$ cat config.mk
export PLATFORM = sky130hd
export DESIGN_NAME = prefix_scanner
export DESIGN_NICKNAME = d
export VERILOG_FILES = /design/src/rtl/pfx_pkg.sv /design/src/rtl/pfx_classify.sv /design/src/rtl/pfx_accum.sv /design/src/rtl/pfx_ctrl.sv /design/src/rtl/prefix_scanner.sv
export SDC_FILE = /design/constraint.sdc
export NUM_CORES = 1
export LEC_CHECK = 0
export BUFFER_PORTS_ARGS = -buffer_cell sky130_fd_sc_hd__buf_2
export CAP_MARGIN = 25
export CORE_UTILIZATION = 45
export DETAILED_ROUTE_END_ITERATION = 10
export GPL_TIMING_DRIVEN = 0
export MAX_ROUTING_LAYER = met4
export PLACE_DENSITY_LB_ADDON = 0.3
export RECOVER_POWER = 100
export SETUP_SLACK_MARGIN = 0.15
export SYNTH_ARGS = -nofsm -noshare
export SYNTH_HDL_FRONTEND = slang
export SYNTH_SLANG_ARGS = --single-unit
$ cat constraint.sdc
create_clock -name clk -period 1.9 [get_ports clk]
set_input_delay 0.19 -clock clk [delete_from_list [all_inputs] [get_ports clk]]
set_output_delay 0.19 -clock clk [all_outputs]
set_load 0.005 [all_outputs]
$ cat src/rtl/pfx_pkg.sv
package pfx_pkg;

  typedef enum logic [2:0] {
    PK_NONE  = 3'd0,
    PK_REPE  = 3'd1,
    PK_REPNE = 3'd2,
    PK_LOCK  = 3'd3,
    PK_OPSZ  = 3'd4,
    PK_ADSZ  = 3'd5,
    PK_SEG   = 3'd6
  } pfx_kind_e;

  typedef enum logic {
    ST_SCAN = 1'b0,
    ST_DROP = 1'b1
  } scan_st_e;

  // Map a byte to the kind of prefix it is (PK_NONE for an opcode byte).
  function automatic pfx_kind_e pfx_kind_of(input logic [7:0] b);
    pfx_kind_e k;
    case (b)
      8'hF3:                      k = PK_REPE;
      8'hF2:                      k = PK_REPNE;
      8'hF0:                      k = PK_LOCK;
      8'h66:                      k = PK_OPSZ;
      8'h67:                      k = PK_ADSZ;
      8'h26, 8'h2E, 8'h36, 8'h3E: k = PK_SEG;
      default:                    k = PK_NONE;
    endcase
    return k;
  endfunction

  // Segment overrides differ only in bits 4:3: 00 ES, 01 CS, 10 SS, 11 DS.
  function automatic logic [1:0] seg_code_of(input logic [7:0] b);
    return b[4:3];
  endfunction

endpackage

$ cat src/rtl/pfx_classify.sv
module pfx_classify
  import pfx_pkg::*;
(
  input  logic [7:0] byte_in,
  output logic       is_pfx,
  output pfx_kind_e  kind,
  output logic [1:0] seg_code
);

  always_comb begin
    kind     = pfx_kind_of(byte_in);
    is_pfx   = (kind != PK_NONE);
    seg_code = seg_code_of(byte_in);
  end

endmodule

$ cat src/rtl/pfx_accum.sv
module pfx_accum
  import pfx_pkg::*;
#(
  parameter int MAX_PFX = 4,
  localparam int CW = $clog2(MAX_PFX + 1)
) (
  input  logic          clk,
  input  logic          rst_n,
  input  logic          take,
  input  logic          clr,
  input  pfx_kind_e     kind,
  input  logic [1:0]    seg_code,
  output logic          a_rep_eq,
  output logic          a_rep_ne,
  output logic          a_lock,
  output logic          a_opsz,
  output logic          a_adsz,
  output logic          a_seg_v,
  output logic [1:0]    a_seg,
  output logic [CW-1:0] a_cnt,
  output logic          full
);

  localparam logic [CW-1:0] CNT_MAX = CW'(MAX_PFX);

  assign full = (a_cnt == CNT_MAX);

  always_ff @(posedge clk) begin
    if (!rst_n || clr) begin
      a_rep_eq <= 1'b0;
      a_rep_ne <= 1'b0;
      a_lock   <= 1'b0;
      a_opsz   <= 1'b0;
      a_adsz   <= 1'b0;
      a_seg_v  <= 1'b0;
      a_seg    <= 2'b00;
      a_cnt    <= '0;
    end else if (take) begin
      a_cnt <= a_cnt + CW'(1);
      case (kind)
        PK_REPE: begin
          a_rep_eq <= 1'b1;
          a_rep_ne <= 1'b0;
        end
        PK_REPNE: begin
          a_rep_ne <= 1'b1;
          a_rep_eq <= 1'b0;
        end
        PK_LOCK: a_lock <= 1'b1;
        PK_OPSZ: a_opsz <= 1'b1;
        PK_ADSZ: a_adsz <= 1'b1;
        PK_SEG: begin
          a_seg_v <= 1'b1;
          a_seg   <= seg_code;
        end
        default: ;
      endcase
    end
  end

endmodule

$ cat src/rtl/pfx_ctrl.sv
module pfx_ctrl
  import pfx_pkg::*;
(
  input  logic clk,
  input  logic rst_n,
  input  logic in_valid,
  input  logic is_pfx,
  input  logic full,
  output logic in_ready,
  output logic fire,
  output logic pfx_take,
  output logic opc_take,
  output logic overflow_hit,
  output logic clr,
  output logic opv_q,
  output logic err_q
);

  scan_st_e st_q;
  logic     drop_end;

  always_comb begin
    in_ready     = !(opv_q || err_q);
    fire         = in_valid && in_ready;
    pfx_take     = fire && (st_q == ST_SCAN) && is_pfx && !full;
    overflow_hit = fire && (st_q == ST_SCAN) && is_pfx && full;
    opc_take     = fire && (st_q == ST_SCAN) && !is_pfx;
    drop_end     = fire && (st_q == ST_DROP) && !is_pfx;
    clr          = opc_take || overflow_hit;
  end

  always_ff @(posedge clk) begin
    if (!rst_n) begin
      st_q  <= ST_SCAN;
      opv_q <= 1'b0;
      err_q <= 1'b0;
    end else begin
      opv_q <= opc_take;
      err_q <= overflow_hit;
      if (overflow_hit)  st_q <= ST_DROP;
      else if (drop_end) st_q <= ST_SCAN;
    end
  end

endmodule

$ cat src/rtl/prefix_scanner.sv
module prefix_scanner
  import pfx_pkg::*;
#(
  parameter int MAX_PFX = 4,
  localparam int CW = $clog2(MAX_PFX + 1)
) (
  input  logic          clk,
  input  logic          rst_n,
  input  logic          in_valid,
  input  logic [7:0]    in_byte,
  output logic          in_ready,
  output logic          op_valid,
  output logic [7:0]    op_byte,
  output logic          rep_eq,
  output logic          rep_ne,
  output logic          lock,
  output logic          opsz,
  output logic          adsz,
  output logic          seg_valid,
  output logic [1:0]    seg_sel,
  output logic [CW-1:0] pfx_count,
  output logic          pfx_err
);

  // Named internal events, observed by the bound checker.
  logic          is_pfx;
  pfx_kind_e     kind;
  logic [1:0]    seg_code;
  logic          fire, pfx_take, opc_take, overflow_hit, clr, full;
  logic          a_rep_eq, a_rep_ne, a_lock, a_opsz, a_adsz, a_seg_v;
  logic [1:0]    a_seg;
  logic [CW-1:0] a_cnt;

  pfx_classify u_cls (
    .byte_in  (in_byte),
    .is_pfx   (is_pfx),
    .kind     (kind),
    .seg_code (seg_code)
  );

  pfx_ctrl u_ctrl (
    .clk          (clk),
    .rst_n        (rst_n),
    .in_valid     (in_valid),
    .is_pfx       (is_pfx),
    .full         (full),
    .in_ready     (in_ready),
    .fire         (fire),
    .pfx_take     (pfx_take),
    .opc_take     (opc_take),
    .overflow_hit (overflow_hit),
    .clr          (clr),
    .opv_q        (op_valid),
    .err_q        (pfx_err)
  );

  pfx_accum #(.MAX_PFX(MAX_PFX)) u_acc (
    .clk      (clk),
    .rst_n    (rst_n),
    .take     (pfx_take),
    .clr      (clr),
    .kind     (kind),
    .seg_code (seg_code),
    .a_rep_eq (a_rep_eq),
    .a_rep_ne (a_rep_ne),
    .a_lock   (a_lock),
    .a_opsz   (a_opsz),
    .a_adsz   (a_adsz),
    .a_seg_v  (a_seg_v),
    .a_seg    (a_seg),
    .a_cnt    (a_cnt),
    .full     (full)
  );

  // Output stage: snapshot the accumulated attributes with the opcode.
  always_ff @(posedge clk) begin
    if (!rst_n) begin
      op_byte   <= 8'h00;
      rep_eq    <= 1'b0;
      rep_ne    <= 1'b0;
      lock      <= 1'b0;
      opsz      <= 1'b0;
      adsz      <= 1'b0;
      seg_valid <= 1'b0;
      seg_sel   <= 2'b00;
      pfx_count <= '0;
    end else if (opc_take) begin
      op_byte   <= in_byte;
      rep_eq    <= a_rep_eq;
      rep_ne    <= a_rep_ne;
      lock      <= a_lock;
      opsz      <= a_opsz;
      adsz      <= a_adsz;
      seg_valid <= a_seg_v;
      seg_sel   <= a_seg;
      pfx_count <= a_cnt;
    end
  end

endmodule

==> results.json, run 1 <==
{
  "finalInstanceArea_mm2": 0.00182,
  "power.clock.fraction": 0.312,
  "yosysMostFrequentCell": "nand2_1",
  "maxCapViolCount": 0,
  "cts_tree": "built",
  "critical-path-top-delay-family": "simple AND/OR/NAND/NOR gates",
  "fp-row-count": 20,
  "synth_top_area_cell": "dfxtp_1",
  "path_buf_inv": 3,
  "hp-start": "in_byte[3]",
  "synth_top_family_by_area": "simple AND/OR/NAND/NOR gates",
  "drc": 0,
  "io_pins": 33,
  "tightestPinTransition_ps": 510,
  "drtIter0Drc": 49,
  "grt_pass1_vias": 1231,
  "whs_ps": 122,
  "min_period_ps": 1770,
  "initial_core_util": 0.489,
  "p_seq_frac": 0.558,
  "worstReg2RegEnd": "u_acc.a_seg_v$_SDFFE_PP0P_",
  "synth_area_mm2": 0.00153,
  "clock_latency_ps": 340,
  "die-area_mm2": 0.00363,
  "gp_congestion": 0.851,
  "dr.pass1.iters": 4,
  "post_synth.cell_area_avg_um2": 9.10,
  "synth_enable_flop_cells": 0,
  "cts.sinks": 33,
  "avgRoutedWirePerCell_um": 13.2,
  "syn_inst": 168,
  "power_density_mw_per_mm2": 701,
  "yosysTopAreaCellShare": 0.432,
  "start_kind": "flop",
  "ys.flop_type": "dfxtp_1",
  "swShare": 0.255,
  "r2r_slack_ps": 130,
  "synth-xor-area-share": 0,
  "r2r_start": "u_ctrl.opv_q$_SDFF_PN0_",
  "hold_violations": 0,
  "path_max_fanout": 6,
  "synth_commonest_cells": "nand2_1, dfxtp_1, mux2i_1",
  "slowest_stage": "or4b_1",
  "synth-simple-area-share": 0.287,
  "drv_slew": 0,
  "critPathMaxStageDelay_ps": 550,
  "fin_setup_tns_ps": 0,
  "pwr-share-comb": 0.130,
  "via_count": 1335,
  "track_usage": 0.218,
  "r2r_cells": 7,
  "ys_ff_latch": 33,
  "critPathCaptureType": "flop",
  "setup_violations": 0,
  "synthMuxAreaShare": 0.124,
  "dpl.cell_count": 243,
  "yosys_warnings": 0,
  "crit_arrival_ps": 2040,
  "rsz0062_at_grt": "true",
  "hold-path-cell-count": 3,
  "period_share": 0.934,
  "min_path_type": "in -> reg",
  "synthAdderAreaFrac": 0.0164,
  "crit_type": "reg -> reg",
  "cts_buffer_depth": 2,
  "drive_gt1_frac": 0.224,
  "clock-skew-final_ps": 11.7,
  "antenna_cells": 0,
  "worstPathRequired_ps": 2170,
  "layout.nets": 227,
  "intPower_mw": 0.950,
  "vdd_ir_drop_max_mv": 0.534,
  "syn_to_final_growth_pct": 19.1,
  "overflow": 0,
  "power_leakage_nw": 0.772,
  "fmax_ghz": 0.564,
  "ys_types": 40,
  "ant_nets": 0,
  "cts_buffers": 5,
  "instances_no_fill": 258,
  "synth_area_leaders": "dfxtp_1, mux2i_1, nand2_1",
  "clkTransAtPathRegs_ps": 100,
  "vias_per_cell": 5.17,
  "fillers": 295,
  "final_core_util": 0.582,
  "die_width_um": 60.3,
  "power_mw": 1.28,
  "hold_end": "u_acc.a_seg[0]$_SDFFE_PP0P_",
  "switchingPower_mw": 0.325,
  "portBuffers": 31,
  "dp_hpwl_mm": 2.45,
  "cp_cell_sequence": "or4b_1 -> buf_6 -> buf_8 -> nor2_4 -> nand2_1 -> buf_4 -> a21oi_1",
  "synthArstFlopShare": 0,
  "synth_compound_area_frac": 0.0908,
  "htree_levels": 2,
  "die_h_um": 60.3,
  "core_area_mm2": 0.00313,
  "relSlewSlack": 0.656,
  "root_buffer": "clkbuf_4",
  "pre_cts_ws_ps": 100,
  "cts-hold-fix-buffers": 0,
  "grt_pass1_wl_mm": 5.50,
  "syn_nets": 181,
  "grt_max_degree": 11,
  "totalWireLength_mm": 3.42,
  "antenna_found_initial": 0,
  "outcome": "completed",
  "placed_area_mm2": 0.00174,
  "seq_area_frac_synth": 0.432,
  "final_critical_path_setup_slack_ps": 126
}
==> worst register-to-register path: cells and delay by family, from the launching register on <==
family | cells | cell delay [ps]
flip-flops | 1 | 330
buffers and inverters | 3 | 460
AND/OR/NAND/NOR | 3 | 800
AO/OA/AOI/OAI | 1 | 120
==> cells in the final DEF (no fill, tap or decap), types with 2 or more instances in the layout <==
master	netlist	routed
a21oi_1	1	2
a31oi_1	4	4
and2_1	2	2
and3b_1	2	2
buf_1	0	2
buf_2	0	24
buf_4	0	5
clkbuf_1	5	13
clkbuf_2	0	2
clkbuf_4	0	5
dfxtp_1	33	32
ha_1	2	2
inv_1	5	5
mux2i_1	19	19
nand2_1	44	44
nand2b_1	2	2
nand3_1	3	3
nor2_1	15	15
nor4_1	2	2
o21ai_0	3	3
==> logic make-up after synthesis <==
group | count (synthesis)
compound gates | 17
fa+ha+maj | 2
buf+inv | 13
flops | 33
mux | 19
simple gates | 84
==> metal layers <==
metal  vias up  share of wire  GRT usage
met2        27           0.47      0.338
met4         0          0.012     0.0897
met1       632           0.47      0.261
met3         6          0.040     0.0649
met5         -              0          -
li1        670              -          -
==> cell type report <==
type	count	area (um2)	area share
plain buffers	8	50.0	0.0275
clock buffers	7	55.1	0.0302
inverters	5	18.8	0.0103
multi-input cells	122	783	0.430
flip-flops and latches	33	662	0.364
well taps	44	55.1	0.0302
repair buffers	39	196	0.108
==> how the worst max path moves through the flow <==
stage / start / end / slack [ps] / cells after the start
2_1_floorplan: u_ctrl.st_q$_SDFFE_PN0P_ / u_acc.a_seg[0]$_SDFFE_PP0P_ / 250 / 7
3_3_place_gp: u_ctrl.st_q$_SDFFE_PN0P_ / u_acc.a_seg[1]$_SDFFE_PP0P_ / 150 / 7
3_5_place_dp: u_ctrl.st_q$_SDFFE_PN0P_ / u_acc.a_seg[1]$_SDFFE_PP0P_ / 100 / 7
4_1_cts: u_ctrl.st_q$_SDFFE_PN0P_ / u_acc.a_rep_eq$_SDFFE_PP0P_ / 160 / 5
5_1_grt: u_ctrl.opv_q$_SDFF_PN0_ / u_acc.a_seg[0]$_SDFFE_PP0P_ / 60 / 7
6_report: u_ctrl.opv_q$_SDFF_PN0_ / u_acc.a_seg_v$_SDFFE_PP0P_ / 130 / 7
==> registers in the layout, indices dropped and copies added (netlist names), 2 cells and up <==
name	count
op_byte	8
pfx_count	3
u_acc.a_cnt	3
seg_sel	2
u_acc.a_seg	2
==> power groups by stage <==
stage               clock [mW]  combinational, mW  sequential (mW)
finish                   0.398              0.166            0.712
global route             0.435              0.180            0.714
CTS                      0.406              0.169            0.712
detailed placement           0              0.157            0.728
global placement             0              0.153            0.728
floorplan                    0              0.101            0.730
==> what timing repair did <==
action | in CTS | in global routing
endpoints found under the setup margin | 10 | 8
pin swaps | 2 | 2
resized for setup | 2 | 3
setup buffers | 5 | 3
endpoints found under the hold margin | 0 | 0
No activity file was read; power rests on OpenSTA's default activity.
==> run 2, diff against run 1 <==
--- a/config.mk
+++ b/config.mk
@@ -5,6 +5,7 @@
 export SDC_FILE = /design/constraint.sdc
 export NUM_CORES = 1
 export LEC_CHECK = 0
+export ABC_AREA = 1
 export BUFFER_PORTS_ARGS = -buffer_cell sky130_fd_sc_hd__buf_2
 export CAP_MARGIN = 25
 export CORE_UTILIZATION = 45
@@ -16,4 +17,5 @@
 export SETUP_SLACK_MARGIN = 0.15
 export SYNTH_ARGS = -nofsm -noshare
 export SYNTH_HDL_FRONTEND = slang
+export SYNTH_HIERARCHICAL = 1
 export SYNTH_SLANG_ARGS = --single-unit
==> results.json, run 2 <==
{
  "cp_common_cell": "nand2_1",
  "dp_hpwl_mm": 2.20,
  "gp_congestion": 0.793,
  "critical-path-top-delay-family": "simple AND/OR/NAND/NOR gates",
  "layout.nets": 285,
  "dpl.cell_count": 311,
  "outcome": "completed",
  "r2r_cells": 9,
  "layout_common_cells": "nand2_1, nor2_1, inv_1",
  "hold_violations": 0,
  "crit_type": "reg -> reg",
  "cts.sinks": 33,
  "largest_register_ffs": 8,
  "totalWireLength_mm": 3.00,
  "cts_tree": "built",
  "cts-hold-fix-buffers": 0,
  "whs_ps": 127,
  "io_pins": 33,
  "drv_slew": 0,
  "cts_setup_buffers": 0,
  "relSlewSlack": 0.670,
  "finalInstanceArea_mm2": 0.00182,
  "root_buffer": "clkbuf_4",
  "hold_end": "u_ctrl/opv_q$_SDFF_PN0_",
  "htree_levels": 2,
  "yosys_warnings": 6,
  "top_regs": "op_byte: 8 flops, pfx_count: 3 flops, u_acc/a_cnt: 3 flops",
  "period_share": 0.849,
  "dr.pass1.iters": 6,
  "path_max_fanout": 10,
  "vdd_ir_drop_max_mv": 0.303,
  "grt_pass1_vias": 1217,
  "worstReg2RegEnd": "op_byte[6]$_SDFFE_PN0P_",
  "syn_to_final_growth_pct": 15.1,
  "min_path_type": "in -> reg",
  "die_h_um": 61.3,
  "post_synth.cell_area_avg_um2": 6.80,
  "grt_pass1_wl_mm": 4.90,
  "cts_buffers": 5,
  "maxCapViolCount": 0,
  "setup_violations": 0,
  "cts_buffer_depth": 2,
  "largest-register": "op_byte",
  "syn_inst": 233,
  "initial_core_util": 0.471,
  "die-area_mm2": 0.00376,
  "final_common_cell": "nand2_1",
  "start_kind": "flop",
  "track_usage": 0.187,
  "r2r_start": "u_ctrl/err_q$_SDFF_PN0_",
  "antenna_found_initial": 0,
  "final_critical_path_setup_slack_ps": 287,
  "hold-path-cell-count": 3,
  "crit_arrival_ps": 1860,
  "p_seq_frac": 0.559,
  "core_area_mm2": 0.00336,
  "critPathCaptureType": "flop",
  "path_buf_inv": 3,
  "instances_no_fill": 319,
  "fmax_ghz": 0.620,
  "swShare": 0.289,
  "min_period_ps": 1610,
  "drive_gt1_frac": 0.176,
  "grt_max_degree": 12,
  "avgRoutedWirePerCell_um": 9.39,
  "clock_latency_ps": 330,
  "via_count": 1414,
  "intPower_mw": 0.939,
  "r2r_slack_ps": 290,
  "worstPathRequired_ps": 2140,
  "switchingPower_mw": 0.382,
  "fp-row-count": 21,
  "power_leakage_nw": 0.910,
  "pwr-share-comb": 0.143,
  "syn_nets": 246,
  "power_density_mw_per_mm2": 725,
  "critPathMaxStageDelay_ps": 400,
  "power_mw": 1.32,
  "clock-skew-final_ps": 4.63,
  "vias_per_cell": 4.43,
  "pre_cts_ws_ps": -89.2,
  "slowest_stage": "clkbuf_1",
  "drc": 0,
  "cp_cell_sequence": "nor2_1 -> nand2_1 -> clkinv_2 -> nand3_2 -> inv_1 -> clkbuf_1 -> nand2_1 -> nand2_1 -> nor2_1",
  "rsz0062_at_grt": "true",
  "die_width_um": 61.3,
  "hp-start": "rst_n",
  "clkTransAtPathRegs_ps": 110,
  "tightestPinTransition_ps": 494,
  "placed_area_mm2": 0.00180,
  "portBuffers": 32,
  "drtIter0Drc": 66,
  "power.clock.fraction": 0.299,
  "overflow": 0,
  "ant_nets": 0,
  "antenna_cells": 0,
  "synth_area_mm2": 0.00158
}
-- run 2: timing repair --
item | 4_1_cts | 5_1_grt
setup endpoints to repair | 3 | 4
cloned | 0 | 0
pin swaps | 0 | 0
resized for setup | 1 | 1
-- run 2: worst max-delay path by stage --
stage,from,end,slack (ps),cells past startpoint
2_1_floorplan,in_byte[7],u_acc/a_rep_ne$_SDFFE_PP0P_,320,12
3_3_place_gp,in_byte[7],u_acc/a_rep_ne$_SDFFE_PP0P_,-40,13
3_5_place_dp,in_byte[7],u_acc/a_rep_ne$_SDFFE_PP0P_,-90,13
4_1_cts,u_acc/a_cnt[0]$_SDFFE_PP0P_,u_acc/a_rep_ne$_SDFFE_PP0P_,270,10
5_1_grt,u_ctrl/err_q$_SDFF_PN0_,op_byte[6]$_SDFFE_PN0P_,90,9
6_report,u_ctrl/err_q$_SDFF_PN0_,op_byte[6]$_SDFFE_PN0P_,290,9
-- run 2: through the flow --
step                 util  setup TNS [ps]
floorplan               -               0
global placement    0.536           -69.6
detailed placement  0.536            -290
CTS                 0.554               0
global route        0.542               0
finish              0.542               0
-- run 2: cell type report --
cell class | instances | area [um2]
flip-flops and latches | 33 | 661
plain buffers | 8 | 61.3
multi-input cells | 149 | 682
clock buffers | 5 | 37.5
well taps | 46 | 57.6
fillers | 392 | 1540
inverters | 43 | 164
clock inverters | 3 | 17.5
repair buffers | 32 | 143
-- run 2: metal layers --
layer / routed length (um) / track usage / up-vias
met3: 154 / 0.0567 / 2
met4: 21 / 0.0667 / 0
li1: - / - / 766
met1: 1440 / 0.212 / 615
met5: 0 / - / -
met2: 1380 / 0.311 / 31
-- run 2: power by group through the flow --
stage	Combinational, mW	Clock, mW	Sequential (mW)
finish	0.189	0.394	0.738
global route	0.220	0.436	0.744
CTS	0.203	0.407	0.739
detailed placement	0.202	0	0.754
global placement	0.200	0	0.753
floorplan	0.125	0	0.758
-- run 2: worst reg2reg max path, cell delays in order (launching register included) --
cell      delay (ps)
dfxtp_1          320
nor2_1           130
nand2_1          190
clkinv_2          90
nand3_2           90
inv_1             80
clkbuf_1         400
nand2_1          110
nand2_1           80
nor2_1            40
